`src/rtl/i2c_tgt_pkg.sv`:
```
`timescale 1ns/1ps
// Package: shared constants and the state type of the bus target.
// Assumes byte-wide transfers and a byte-wide register pointer.
package i2c_tgt_pkg;
    localparam int BYTE_W = 8;
    localparam int CNT_W  = $clog2(BYTE_W + 2);
    localparam logic [BYTE_W-1:0] GC_ADDR_BYTE = 8'h00;
    localparam logic [BYTE_W-1:0] GC_RST_CMD   = 8'h06;
    localparam logic [4:0]        TENBIT_HDR   = 5'b11110;

    typedef enum logic [2:0] {
        ST_IDLE,
        ST_ADDR,
        ST_WR,
        ST_RD,
        ST_GC,
        ST_SKIP
    } tgt_state_e;
endpackage

```
`src/rtl/i2c_tgt_sync.sv`:
```
`timescale 1ns/1ps
// Synchroniser: passes each raw bus line through a flop chain and
// reports its settled level plus one-cycle rise and fall events.
// Assumes lines idle high, so the chain resets to 1. STAGES >= 2.
module i2c_tgt_sync #(
    parameter int WIDTH  = 2,
    parameter int STAGES = 2
) (
    input  logic             clk,
    input  logic             rst_n,
    input  logic [WIDTH-1:0] raw_i,
    output logic [WIDTH-1:0] lvl_o,
    output logic [WIDTH-1:0] rise_o,
    output logic [WIDTH-1:0] fall_o
);
    for (genvar g = 0; g < WIDTH; g++) begin : g_line
        logic [STAGES-1:0] chain;
        logic              prev;

        // Shift the raw line through the chain and keep the last level.
        always_ff @(posedge clk) begin
            if (!rst_n) begin
                chain <= '1;
                prev  <= 1'b1;
            end else begin
                chain <= {chain[STAGES-2:0], raw_i[g]};
                prev  <= chain[STAGES-1];
            end
        end

        assign lvl_o[g]  = chain[STAGES-1];
        assign rise_o[g] = chain[STAGES-1] & ~prev;
        assign fall_o[g] = ~chain[STAGES-1] & prev;
    end
endmodule

```
`src/rtl/i2c_tgt_cond.sv`:
```
`timescale 1ns/1ps
// Condition detector: flags a start (data falls while the clock is
// high) and a stop (data rises while the clock is high).
// Assumes synchronised inputs; a repeated start looks the same as a start.
module i2c_tgt_cond (
    input  logic scl_lvl,
    input  logic sda_rise,
    input  logic sda_fall,
    output logic start_o,
    output logic stop_o
);
    // Combine the data edges with the clock level.
    always_comb begin
        start_o = sda_fall & scl_lvl;
        stop_o  = sda_rise & scl_lvl;
    end
endmodule

```
`src/rtl/i2c_tgt_engine.sv`:
```
`timescale 1ns/1ps
// Byte engine: counts bits, shifts data in and out, decides the
// acknowledge, drives the register port and decodes the general-call
// reset. Assumes one-cycle clock edge events from the synchroniser and
// at least a few system clocks between bus clock edges.
module i2c_tgt_engine
    import i2c_tgt_pkg::*;
#(
    parameter logic [5:0] ADDR_PREFIX = 6'b100110
) (
    input  logic              clk,
    input  logic              rst_n,
    input  logic              scl_rise,
    input  logic              scl_fall,
    input  logic              sda_lvl,
    input  logic              start_det,
    input  logic              stop_det,
    input  logic              addr_pin,
    input  logic [BYTE_W-1:0] reg_rdata,
    output logic              sda_pull,
    output logic              reg_wr,
    output logic              reg_rd,
    output logic [BYTE_W-1:0] reg_addr,
    output logic [BYTE_W-1:0] reg_wdata,
    output logic              soft_rst
);
    localparam logic [CNT_W-1:0] LAST_BIT = CNT_W'(BYTE_W);
    localparam logic [CNT_W-1:0] ACK_BIT  = CNT_W'(BYTE_W + 1);

    tgt_state_e        state, next_st;
    logic [CNT_W-1:0]  bit_cnt;
    logic [BYTE_W-1:0] rx_sh, tx_sh, ptr;
    logic              ptr_valid, wr_done, gc_hit;
    logic              active, own_match, load_rd;

    // Decode whether the engine is taking part and whether a fetch happens now.
    always_comb begin
        active    = (state != ST_IDLE) && (state != ST_SKIP);
        own_match = (rx_sh[BYTE_W-1:1] == {ADDR_PREFIX, addr_pin}) &&
                    (rx_sh[BYTE_W-1:BYTE_W-5] != TENBIT_HDR);
        load_rd   = active && !start_det && !stop_det && scl_fall &&
                    (bit_cnt == ACK_BIT) && (next_st == ST_RD);
    end

    assign reg_rd   = load_rd;
    assign reg_addr = ptr;

    // Bus protocol sequencing, one event per system clock.
    always_ff @(posedge clk) begin
        if (!rst_n) begin
            state     <= ST_IDLE;
            next_st   <= ST_IDLE;
            bit_cnt   <= '0;
            rx_sh     <= '0;
            tx_sh     <= '0;
            ptr       <= '0;
            ptr_valid <= 1'b0;
            wr_done   <= 1'b0;
            gc_hit    <= 1'b0;
            sda_pull  <= 1'b0;
            reg_wr    <= 1'b0;
            reg_wdata <= '0;
            soft_rst  <= 1'b0;
        end else begin
            reg_wr   <= 1'b0;
            soft_rst <= 1'b0;
            if (start_det) begin
                state     <= ST_ADDR;
                bit_cnt   <= '0;
                sda_pull  <= 1'b0;
                ptr_valid <= 1'b0;
                wr_done   <= 1'b0;
                gc_hit    <= 1'b0;
            end else if (stop_det) begin
                state    <= ST_IDLE;
                bit_cnt  <= '0;
                sda_pull <= 1'b0;
                wr_done  <= 1'b0;
            end else if (active && scl_rise) begin
                if (bit_cnt < LAST_BIT) begin
                    rx_sh   <= {rx_sh[BYTE_W-2:0], sda_lvl};
                    bit_cnt <= bit_cnt + 1'b1;
                end else if (bit_cnt == LAST_BIT) begin
                    bit_cnt <= ACK_BIT;
                    if (state == ST_RD) begin
                        next_st <= sda_lvl ? ST_SKIP : ST_RD;
                    end
                    if ((state == ST_GC) && gc_hit) begin
                        soft_rst <= 1'b1;
                    end
                end
            end else if (active && scl_fall) begin
                if (bit_cnt == LAST_BIT) begin
                    case (state)
                        ST_ADDR: begin
                            if (own_match) begin
                                sda_pull <= 1'b1;
                                next_st  <= rx_sh[0] ? ST_RD : ST_WR;
                            end else if (rx_sh == GC_ADDR_BYTE) begin
                                sda_pull <= 1'b1;
                                next_st  <= ST_GC;
                            end else begin
                                sda_pull <= 1'b0;
                                next_st  <= ST_SKIP;
                            end
                        end
                        ST_WR: begin
                            sda_pull <= 1'b1;
                            next_st  <= ST_WR;
                            if (!ptr_valid) begin
                                ptr       <= rx_sh;
                                ptr_valid <= 1'b1;
                            end else begin
                                reg_wr    <= 1'b1;
                                reg_wdata <= rx_sh;
                                wr_done   <= 1'b1;
                            end
                        end
                        ST_GC: begin
                            gc_hit   <= (rx_sh == GC_RST_CMD);
                            sda_pull <= (rx_sh == GC_RST_CMD);
                            next_st  <= ST_SKIP;
                        end
                        default: begin
                            sda_pull <= 1'b0;
                        end
                    endcase
                end else if (bit_cnt == ACK_BIT) begin
                    bit_cnt  <= '0;
                    state    <= next_st;
                    sda_pull <= 1'b0;
                    wr_done  <= 1'b0;
                    if (load_rd) begin
                        tx_sh    <= {reg_rdata[BYTE_W-2:0], 1'b0};
                        sda_pull <= ~reg_rdata[BYTE_W-1];
                        ptr      <= ptr + 1'b1;
                    end else if (wr_done) begin
                        ptr <= ptr + 1'b1;
                    end
                end else if ((state == ST_RD) && (bit_cnt != '0)) begin
                    sda_pull <= ~tx_sh[BYTE_W-1];
                    tx_sh    <= {tx_sh[BYTE_W-2:0], 1'b0};
                end
            end
        end
    end
endmodule

```
`src/rtl/i2c_target_gcr.sv`:
```
`timescale 1ns/1ps
// Top: two-wire bus target with register port and general-call reset.
// Assumes clk runs at least 16x the bus bit rate; the pad driver turns
// sda_pull_o into an open-drain low.
module i2c_target_gcr
    import i2c_tgt_pkg::*;
#(
    parameter logic [5:0] ADDR_PREFIX = 6'b100110,
    parameter int         SYNC_STAGES = 2
) (
    input  logic              clk,
    input  logic              rst_n,
    input  logic              scl_i,
    input  logic              sda_i,
    input  logic              addr_pin_i,
    output logic              sda_pull_o,
    output logic              reg_wr_o,
    output logic              reg_rd_o,
    output logic [BYTE_W-1:0] reg_addr_o,
    output logic [BYTE_W-1:0] reg_wdata_o,
    input  logic [BYTE_W-1:0] reg_rdata_i,
    output logic              soft_rst_o
);
    logic [1:0] lvl, rise, fall;
    logic       scl_lvl, scl_rise, scl_fall, sda_lvl;
    logic       start_det, stop_det;

    i2c_tgt_sync #(.WIDTH(2), .STAGES(SYNC_STAGES)) u_sync (
        .clk    (clk),
        .rst_n  (rst_n),
        .raw_i  ({sda_i, scl_i}),
        .lvl_o  (lvl),
        .rise_o (rise),
        .fall_o (fall)
    );

    assign scl_lvl  = lvl[0];
    assign scl_rise = rise[0];
    assign scl_fall = fall[0];
    assign sda_lvl  = lvl[1];

    i2c_tgt_cond u_cond (
        .scl_lvl  (scl_lvl),
        .sda_rise (rise[1]),
        .sda_fall (fall[1]),
        .start_o  (start_det),
        .stop_o   (stop_det)
    );

    i2c_tgt_engine #(.ADDR_PREFIX(ADDR_PREFIX)) u_engine (
        .clk       (clk),
        .rst_n     (rst_n),
        .scl_rise  (scl_rise),
        .scl_fall  (scl_fall),
        .sda_lvl   (sda_lvl),
        .start_det (start_det),
        .stop_det  (stop_det),
        .addr_pin  (addr_pin_i),
        .reg_rdata (reg_rdata_i),
        .sda_pull  (sda_pull_o),
        .reg_wr    (reg_wr_o),
        .reg_rd    (reg_rd_o),
        .reg_addr  (reg_addr_o),
        .reg_wdata (reg_wdata_o),
        .soft_rst  (soft_rst_o)
    );
endmodule

```
`config.mk`:
```
export PLATFORM = sky130hd
export DESIGN_NAME = i2c_target_gcr
export DESIGN_NICKNAME = d
export VERILOG_FILES = /design/src/rtl/i2c_tgt_pkg.sv /design/src/rtl/i2c_tgt_sync.sv /design/src/rtl/i2c_tgt_cond.sv /design/src/rtl/i2c_tgt_engine.sv /design/src/rtl/i2c_target_gcr.sv
export SDC_FILE = /design/constraint.sdc
export NUM_CORES = 1
export LEC_CHECK = 0
export ABC_AREA = 1
export BUFFER_PORTS_ARGS = -buffer_cell sky130_fd_sc_hd__buf_2
export CAP_MARGIN = 0
export CORE_MARGIN = 1.5
export CORE_UTILIZATION = 30
export DETAILED_ROUTE_END_ITERATION = 10
export GPL_TIMING_DRIVEN = 0
export PLACE_DENSITY_LB_ADDON = 0.3
export SYNTH_ARGS = -nofsm -noshare
export SYNTH_HDL_FRONTEND = slang
export SYNTH_SLANG_ARGS = --single-unit
```
`constraint.sdc`:
```
create_clock -name clk -period 2.38 [get_ports clk]
set_clock_uncertainty 0.1 [all_clocks]
set_input_delay 0 -clock clk [delete_from_list [all_inputs] [get_ports clk]]
set_output_delay 0 -clock clk [all_outputs]
set_load 0.1 [all_outputs]
```
==> results of run 1 <==
metal layers:
layer / vias up / share of wire, %
li1: 1408 / -
met1: 1196 / 52
met2: 43 / 43
met3: 6 / 3.8
met4: 0 / 1.0
met5: - / 0
through the flow:
| step | hold slack, ns | cells | cell area, sq um | util, % | setup slack (ns) |
|---|---|---|---|---|---|
| 3_5_place_dp | 0.09003 | 551 | 3067 | 34.66 | 0.3544 |
| 6_report | -0.004713 | 568 | 3252 | 36.75 | 0.3624 |
| 2_1_floorplan | 0.006577 | 411 | 2771 | - | 0.2436 |
| 5_1_grt | 0.05120 | 568 | 3252 | 36.75 | 0.1251 |
| 3_3_place_gp | 0.08687 | 551 | 3067 | 34.66 | 0.4042 |
| 4_1_cts | 0.001003 | 568 | 3252 | 36.75 | 0.3431 |
area by class of cell:
cell class	instances	area, sq um
flip-flops and latches	53	1061
clock inverters	3	26.28
clock buffers	5	68.82
well taps	108	135.1
fillers	988	5597
multi-input cells	289	1425
plain buffers	10	62.56
repair buffers	41	250.2
inverters	59	222.7
worst register-to-register path, stage by stage (launching register included):
cell	delay [ns]
dfxtp_1	0.40
inv_1	0.08
ha_1	0.28
nand3_4	0.19
inv_2	0.12
nand2_1	0.13
nand2_2	0.08
nor2_4	0.22
nand2_4	0.13
nand2_1	0.08
nand2_1	0.04
nor2_1	0.11
placed cells by master, fill, tap and decap left out, types with 2 or more instances in the layout:
cell / n
a21oi_1: 42
buf_2: 34
buf_6: 3
clkbuf_1: 4
clkbuf_8: 5
clkinvlp_4: 2
dfxtp_1: 53
dlygate4sd3_1: 9
ha_1: 4
inv_1: 56
inv_2: 2
nand2_1: 105
nand2_2: 6
nand2_4: 2
nand3_1: 34
nand3_2: 2
nand3b_1: 4
nand4_1: 4
nor2_1: 34
nor2_4: 2
nor3_1: 4
o21ai_0: 30
or2_2: 5
power groups by stage:
stage / logic, mW / clock network (mW) / registers (mW)
floorplan: 0.0403 / 0 / 0.915
global placement: 0.0629 / 0 / 0.916
detailed placement: 0.0640 / 0 / 0.916
CTS: 0.0753 / 0.569 / 0.896
global route: 0.0853 / 0.608 / 0.898
finish: 0.0748 / 0.553 / 0.896
worst paths after layout:
path | startpoint | end | slack (ns) | cells past startpoint
worst max-delay path | u_engine.bit_cnt[0] | u_engine.reg_addr[5] | 0.36 | 11
worst min-delay path | reg_rdata_i[1] | u_engine.tx_sh[2] | -0.005 | 7
worst max register to register | u_engine.bit_cnt[0] | u_engine.reg_addr[5] | 0.36 | 11
worst min register to register | u_sync.g_line[0].chain[0] | u_sync.g_line[0].chain[1] | 0.32 | 1
registers in the layout, indices dropped and copies added (netlist names):
name and flops:
u_engine.state 3, u_engine.bit_cnt 4, u_engine.wr_done 1, u_engine.rx_sh 8
u_sync.g_line.prev 2, u_engine.sda_pull 1, u_engine.soft_rst 1, u_engine.reg_addr 8
u_engine.next_st 3, u_sync.g_line.chain 4, u_engine.gc_hit 1, u_engine.tx_sh 7
u_engine.ptr_valid 1, u_engine.reg_wdata 8, u_engine.reg_wr 1
kinds of logic (layout without fill, tap and decap cells):
family | Yosys count | in the layout | synth area share [%]
xor gates and xnor gates | 1 | 1 | 0.3161
DFF | 53 | 53 | 38.28
and+or+nand+nor | 206 | 206 | 33.91
adders and majority gates | 4 | 4 | 1.806
AOI/OAI and AO/OA | 78 | 78 | 15.40
buffers and inverters | 69 | 118 | 10.29
==> impl_results.rst, run 1 <==
.. list-table::
   :header-rows: 1

   * - Metric
     - Value
   * - Maximum resistive drop on vdd
     - 0.2715 mV
   * - Die X
     - 99.12 um
   * - Total setup violations reported at the end of the flow
     - 0
   * - Peak Freq
     - 495.6 MHz
   * - Count of distinct cell types in the synthesized netlist
     - 33
   * - Slew margin rel.
     - 64.12%
   * - Diodes inserted
     - 0
   * - Core Footprint
     - 8848 sq um
   * - Port Buffers
     - 32
   * - Largest net degree at the start of global routing
     - 19
   * - Iter 0 DRT Violations
     - 146
   * - Number of optimization iterations in the first detailed-route pass
     - 5
   * - Vias in the first global route
     - 2,369
   * - Per-cell via count in the routed design
     - 4.671
   * - EDFF count, synth
     - 0
   * - Cell Chain, Critical Path
     - inv_1 -> ha_1 -> nand3_4 -> inv_2 -> nand2_1 -> nand2_2 -> nor2_4 -> nand2_4 -> nand2_1 -> nand2_1 -> nor2_1
   * - Crit-path leading delay family
     - simple AND/OR/NAND/NOR gates
   * - Clock root cell
     - clkbuf_8
   * - Biggest cell delay along the critical path
     - 0.40 ns
   * - Max Transition Viols Final
     - 0
   * - Post-route antenna net violation count
     - 0
   * - Clock Sinks
     - 53
   * - Ratio of cells with drive above 1 in the final layout
     - 15.00%
   * - Type of element launching the critical path
     - flop
   * - Final worst path period share
     - 84.77%
   * - Setup_tns
     - 0 ns
   * - Relative area change from synthesis to final layout
     - 17.34%
   * - Yosys synthesis warning count
     - 0
   * - Worst setup EP type
     - flop
   * - Weighted congestion reported at the end of routability-driven placement
     - 0.9113
   * - Top-level port count
     - 33
   * - Starting density of the core
     - 31.32%
   * - Post-CTS sizing
     - 0
   * - Synth area leaders
     - dfxtp_1 38%, nand2_1 14%, a21oi_1 7.6%
   * - Share of synthesized area occupied by flip-flops and latches
     - 38.28%
   * - Crit Path Max Fanout
     - 10
   * - Dominant synthesized flop cell
     - dfxtp_1
   * - CTS Buf Count
     - 5
   * - Hold buffers post-CTS
     - 9
   * - Transition at the pin with the smallest max-transition slack
     - 0.5382 ns
   * - Library cell with the highest instance count after synthesis
     - nand2_1
   * - Violated checks
     - negative hold slack
   * - Netlist area before placement
     - 2771 sq um
   * - Final Critical Period
     - 2.018 ns
   * - Leakage power total
     - 1.460 nW
   * - Clk Latency, worst-skew pair
     - 0.32 ns
   * - CTS tree
     - done
   * - Overflow left after global routing
     - 0
   * - GRT Resource Usage Total
     - 13.77%
   * - P per Cell Area
     - 468.7 nW/um^2
   * - Worst hold-check slack
     - -0.004713 ns
   * - Async S/R FF share, synth
     - 0%
   * - Result of the run
     - finished with violations
   * - Post-layout power
     - 1.524 mW
   * - Syn_area_per_cell
     - 6.743 sq um
   * - Path class of the lowest-slack min-delay path
     - in2reg
   * - Synthesized netlist net count
     - 428
   * - Buf/Inv on CP
     - 2
   * - Number of placement rows
     - 34
   * - Internal power
     - 1.139 mW
   * - Clock-pin transition on the worst setup and hold timing paths
     - 0.11 ns
   * - Number of levels in the clock H-tree
     - 2
   * - Arrival @ worst endpoint
     - 2.18 ns
   * - Dominant cell type by area after synthesis
     - dfxtp_1
   * - Vertical extent of the die
     - 99.12 um
   * - Switching pwr
     - 385.4 uW
   * - Most common library cells after synthesis
     - 105 x nand2_1, 56 x inv_1, 53 x dfxtp_1
   * - Worst endpoint required time
     - 2.54 ns
   * - First-pass GRT wire length
     - 11,110 um
   * - Antenna violations before repair
     - 0
   * - Top-area cell type share of the netlist area
     - 38.28%
   * - Setup repair bufs after CTS
     - 0
   * - Critical path's slowest cell
     - dfxtp_1
   * - Die ar.
     - 9824 sq um
   * - Flops & latches, synth
     - 53
   * - Met1 Resource Use GR
     - 19.84%
   * - Sum of net half-perimeters after detailed placement
     - 5065 um
   * - Logic pwr share
     - 4.9%
   * - Global routing usage on met3
     - 2.881%
   * - Share of power burned in the clock network
     - 36.3%
   * - Count of vias placed by the detailed router
     - 2,653
   * - Sequential fraction of design power
     - 58.8%
   * - RSZ-0062 raised after global routing
     - false
   * - Switching share of power
     - 25.28%
   * - Total Wirelength
     - 6608 um
   * - Cell count after synthesis
     - 411
   * - Post-route DRC violation count
     - 0
   * - Worst path most repeated cell
     - nand2_1
   * - Hold violation total from the final report
     - 1
   * - Number of max-cap violations
     - 0
   * - Layout Nets
     - 476
   * - GRT met2 Usage
     - 21.06%
   * - Buffer depth of the longest clock path
     - 2
   * - WL/cell
     - 11.63 um
   * - Most crowded layer after global routing
     - met2
   * - Critical path start-end classification
     - reg2reg
No activity file was read; power rests on OpenSTA's default activity.
==> run 2: changes to the inputs <==
==> constraint.sdc (replaced) <==
create_clock -name clk -period 1.65 [get_ports clk]
set_clock_uncertainty 0.1 [all_clocks]
set_input_delay 0 -clock clk [delete_from_list [all_inputs] [get_ports clk]]
set_output_delay 0 -clock clk [all_outputs]
set_load 0.1 [all_outputs]
==> run 2 against run 1 <==
The run ends with negative setup slack left. Design area grew 14%. Count of clock-buffer cells in the layout did not move. Critical path type is now reg2out. Sequential cell count did not move. Die area did not move. Highest routed layer unchanged. Sequential share of layout area is 2.9 points lower. Critical endpoint is now reg_rd_o.
==> impl_results.rst, run 2 (synthesis results as in run 1) <==
.. list-table::
   :header-rows: 1

   * - Metric
     - Value
   * - Number of placement rows
     - 34 (unchanged)
   * - Clock Sinks
     - 53 (unchanged)
   * - Die ar.
     - 9824 sq um (unchanged)
   * - Core Footprint
     - 8848 sq um (unchanged)
   * - Sequential fraction of design power
     - 60.1% (+1.3 points)
   * - Setup slack after layout
     - -0.03609 ns (-0.3985 ns)
   * - Worst setup EP type
     - primary output
   * - Top-level port count
     - 33 (unchanged)
   * - Number of optimization iterations in the first detailed-route pass
     - 6 (+1)
   * - Weighted congestion reported at the end of routability-driven placement
     - 0.9352 (+2.6%)
   * - Ratio of cells with drive above 1 in the final layout
     - 30.00% (+15 points)
   * - Starting density of the core
     - 31.32% (unchanged)
   * - Max Transition Viols Final
     - 0 (unchanged)
   * - R2r worst-path depth
     - 10 (-1)
   * - Final Critical Period
     - 1.686 ns
   * - Most used cells in the layout excluding fill and tap cells
     - 97 x nand2_1, 50 x inv_1, 40 x a21oi_1
   * - Arrival @ worst endpoint
     - 1.59 ns (-0.59 ns)
   * - Biggest cell delay along the critical path
     - 0.37 ns (-0.03 ns)
   * - Endpoint of the worst-slack reg-to-reg timing path
     - u_engine.reg_addr[0]
   * - Startpoint of the lowest-slack hold path
     - reg_rdata_i[2]
   * - Worst hold path depth
     - 7 (unchanged)
   * - Number of levels in the clock H-tree
     - 2 (unchanged)
   * - Worst endpoint required time
     - 1.55 ns (-0.99 ns)
   * - Worst hold-check slack
     - 0.004245 ns (+0.008958 ns)
   * - Switching pwr
     - 514.8 uW (+34%)
   * - Die X
     - 99.12 um (unchanged)
   * - Buffer depth of the longest clock path
     - 2 (unchanged)
   * - Result of the run
     - finished with violations
   * - CTS tree
     - done
   * - Count of vias placed by the detailed router
     - 2,833 (+6.8%)
   * - Post-route antenna net violation count
     - 0 (unchanged)
   * - Setup_tns
     - -0.1790 ns (-0.1790 ns)
   * - Number of max-cap violations
     - 0 (unchanged)
   * - Vertical extent of the die
     - 99.12 um (unchanged)
   * - Port Buffers
     - 32 (unchanged)
   * - Logic pwr share
     - 5.6% (+0.7 points)
   * - Largest net degree at the start of global routing
     - 17 (-2)
   * - Area after detailed placement
     - 3092 sq um (+0.82%)
   * - Type of element launching the critical path
     - flop
   * - Internal power
     - 1.619 mW (+42%)
   * - WL/cell
     - 12.61 um (+8.4%)
   * - Hold violation total from the final report
     - 0 (-1)
   * - Share of the core filled with cells in the final layout
     - 41.90% (+5.1 points)
   * - Critical path's slowest cell
     - dfxtp_4
   * - Antenna violations before repair
     - 0 (unchanged)
   * - Path class of the lowest-slack min-delay path
     - in2reg
   * - Most frequent standard cell in the layout excluding fill and tap cells
     - nand2_1
   * - Leakage power total
     - 1.646 nW (+13%)
   * - Post-route DRC violation count
     - 0 (unchanged)
   * - Cell Chain, Critical Path
     - inv_4 -> ha_4 -> nand3_4 -> clkinv_4 -> nand2_4 -> nor2_4 -> nand2_4 -> clkinvlp_4 -> buf_12
   * - Final worst path period share
     - 102.2%
   * - Maximum resistive drop on vdd
     - 0.3963 mV (+46%)
   * - Post-route cell area
     - 3707 sq um (+14%)
   * - Peak Freq
     - 593.1 MHz
   * - P per Cell Area
     - 575.6 nW/um^2 (+23%)
   * - Worst path most repeated cell
     - nand2_4
   * - Post-place setup slack
     - -0.2923 ns (-0.6467 ns)
   * - Critical path start-end classification
     - reg2out
   * - First-pass GRT wire length
     - 11,860 um (+6.8%)
   * - CTS Buf Count
     - 5 (unchanged)
   * - Clock-pin transition on the worst setup and hold timing paths
     - 0.09 ns (-0.02 ns)
   * - Layout Nets
     - 496 (+4.2%)
   * - Sum of net half-perimeters after detailed placement
     - 5130 um (+1.3%)
   * - Overflow left after global routing
     - 0 (unchanged)
   * - Per-cell via count in the routed design
     - 4.818 (+3.2%)
   * - Slew margin rel.
     - 63.98% (-0.15 points)
   * - GRT Resource Usage Total
     - 14.99% (+1.2 points)
   * - Clk Latency, worst-skew pair
     - 0.32 ns (about the same)
   * - Relative area change from synthesis to final layout
     - 33.77%
   * - Crit Path Max Fanout
     - 3 (-7)
   * - Total Wirelength
     - 7417 um (+12%)
   * - Transition at the pin with the smallest max-transition slack
     - 0.5403 ns (+0.002178 ns)
   * - Clock root cell
     - clkbuf_8
   * - Diodes inserted
     - 0 (unchanged)
   * - Hold worst-path end
     - u_engine.tx_sh[3]
   * - R2R Setup Slk
     - -0.03 ns (-0.39 ns)
   * - Startpoint of the most critical register-to-register path
     - u_engine.bit_cnt[1]
   * - Iter 0 DRT Violations
     - 153 (+4.8%)
   * - Total setup violations reported at the end of the flow
     - 9 (+9)
   * - Vias in the first global route
     - 2,491 (+5.1%)
   * - Switching share of power
     - 24.12% (-1.2 points)
   * - RSZ-0062 raised after global routing
     - true
   * - Share of power burned in the clock network
     - 34.3% (-2.0 points)
   * - Violated checks
     - negative setup slack
## run 2: cell count changes in the layout (fill, tap and decap cells not counted), sizes merged
cell	change
buf	+19
clkinv	+2
nand2	+1
inv	-2
## run 2: worst max-delay path by stage
stage,start,endpoint,slack (ns),depth (start not counted)
final,u_engine.bit_cnt[1],reg_rd_o,-0.04,9
after global routing,u_engine.bit_cnt[0],u_engine.reg_addr[0],-0.13,11
after CTS,u_engine.bit_cnt[0],u_engine.reg_addr[6],-0.05,10
after detailed placement,u_engine.bit_cnt[0],u_engine.reg_wdata[6],-0.29,8
after global placement,u_engine.bit_cnt[0],u_engine.reg_wdata[6],-0.26,8
after floorplan,u_engine.bit_cnt[0],u_engine.reg_addr[5],0.03,10
## run 2: layout make-up
class	count	area, sq um
Fill cell	961	5141
Multi-Input combinational cell	290	1634
Sequential cell	53	1101
Timing Repair Buffer	60	432.9
Inverter	59	242.7
Tap cell	108	135.1
Buffer	10	75.07
Clock buffer	5	68.82
Clock inverter	3	17.52
## run 2: worst max-delay path: cells and delay by family (launching register included)
| kind | cells | cell delay (ns) |
|---|---|---|
| adder cells (fa/ha/maj) | 1 | 0.14 |
| AND/OR/NAND/NOR | 4 | 0.35 |
| buffers and inverters | 4 | 0.42 |
| flip-flops | 1 | 0.37 |
## run 2: power groups by stage
stage / registers (mW) / logic (mW) / clock network (mW)
2_1_floorplan: 1.32 / 0.0581 / 0
3_3_place_gp: 1.32 / 0.0908 / 0
3_5_place_dp: 1.32 / 0.0920 / 0
4_1_cts: 1.29 / 0.115 / 0.756
5_1_grt: 1.28 / 0.134 / 0.809
6_report: 1.28 / 0.120 / 0.731
## run 2: metrics by stage
stage                     power (mW)  instances
after global routing           2.227        588
after CTS                      2.158        580
final                          2.134        588
after global placement         1.407        551
after detailed placement       1.409        551
after floorplan                1.373        411
## run 2: per-layer routing
layer	track usage (%)	part of all wire [%]	wire length [um]	vias to the layer above
li1	-	-	-	1463
met1	20.46	47	3501	1290
met2	23.71	46	3420	67
met3	3.162	4.9	367	13
met4	4.984	1.7	127	0
met5	0	0	0	-
## run 2: timing repair
action / in CTS / in global routing
setup buffers: 10 / 8
hold buffers: 9 / 0
pin swaps: 7 / 11
gates cloned: 2 / 0
hold endpoints to repair: 8 / 0
endpoints found under the setup margin: 42 / 38
gates resized for setup: 47 / 37
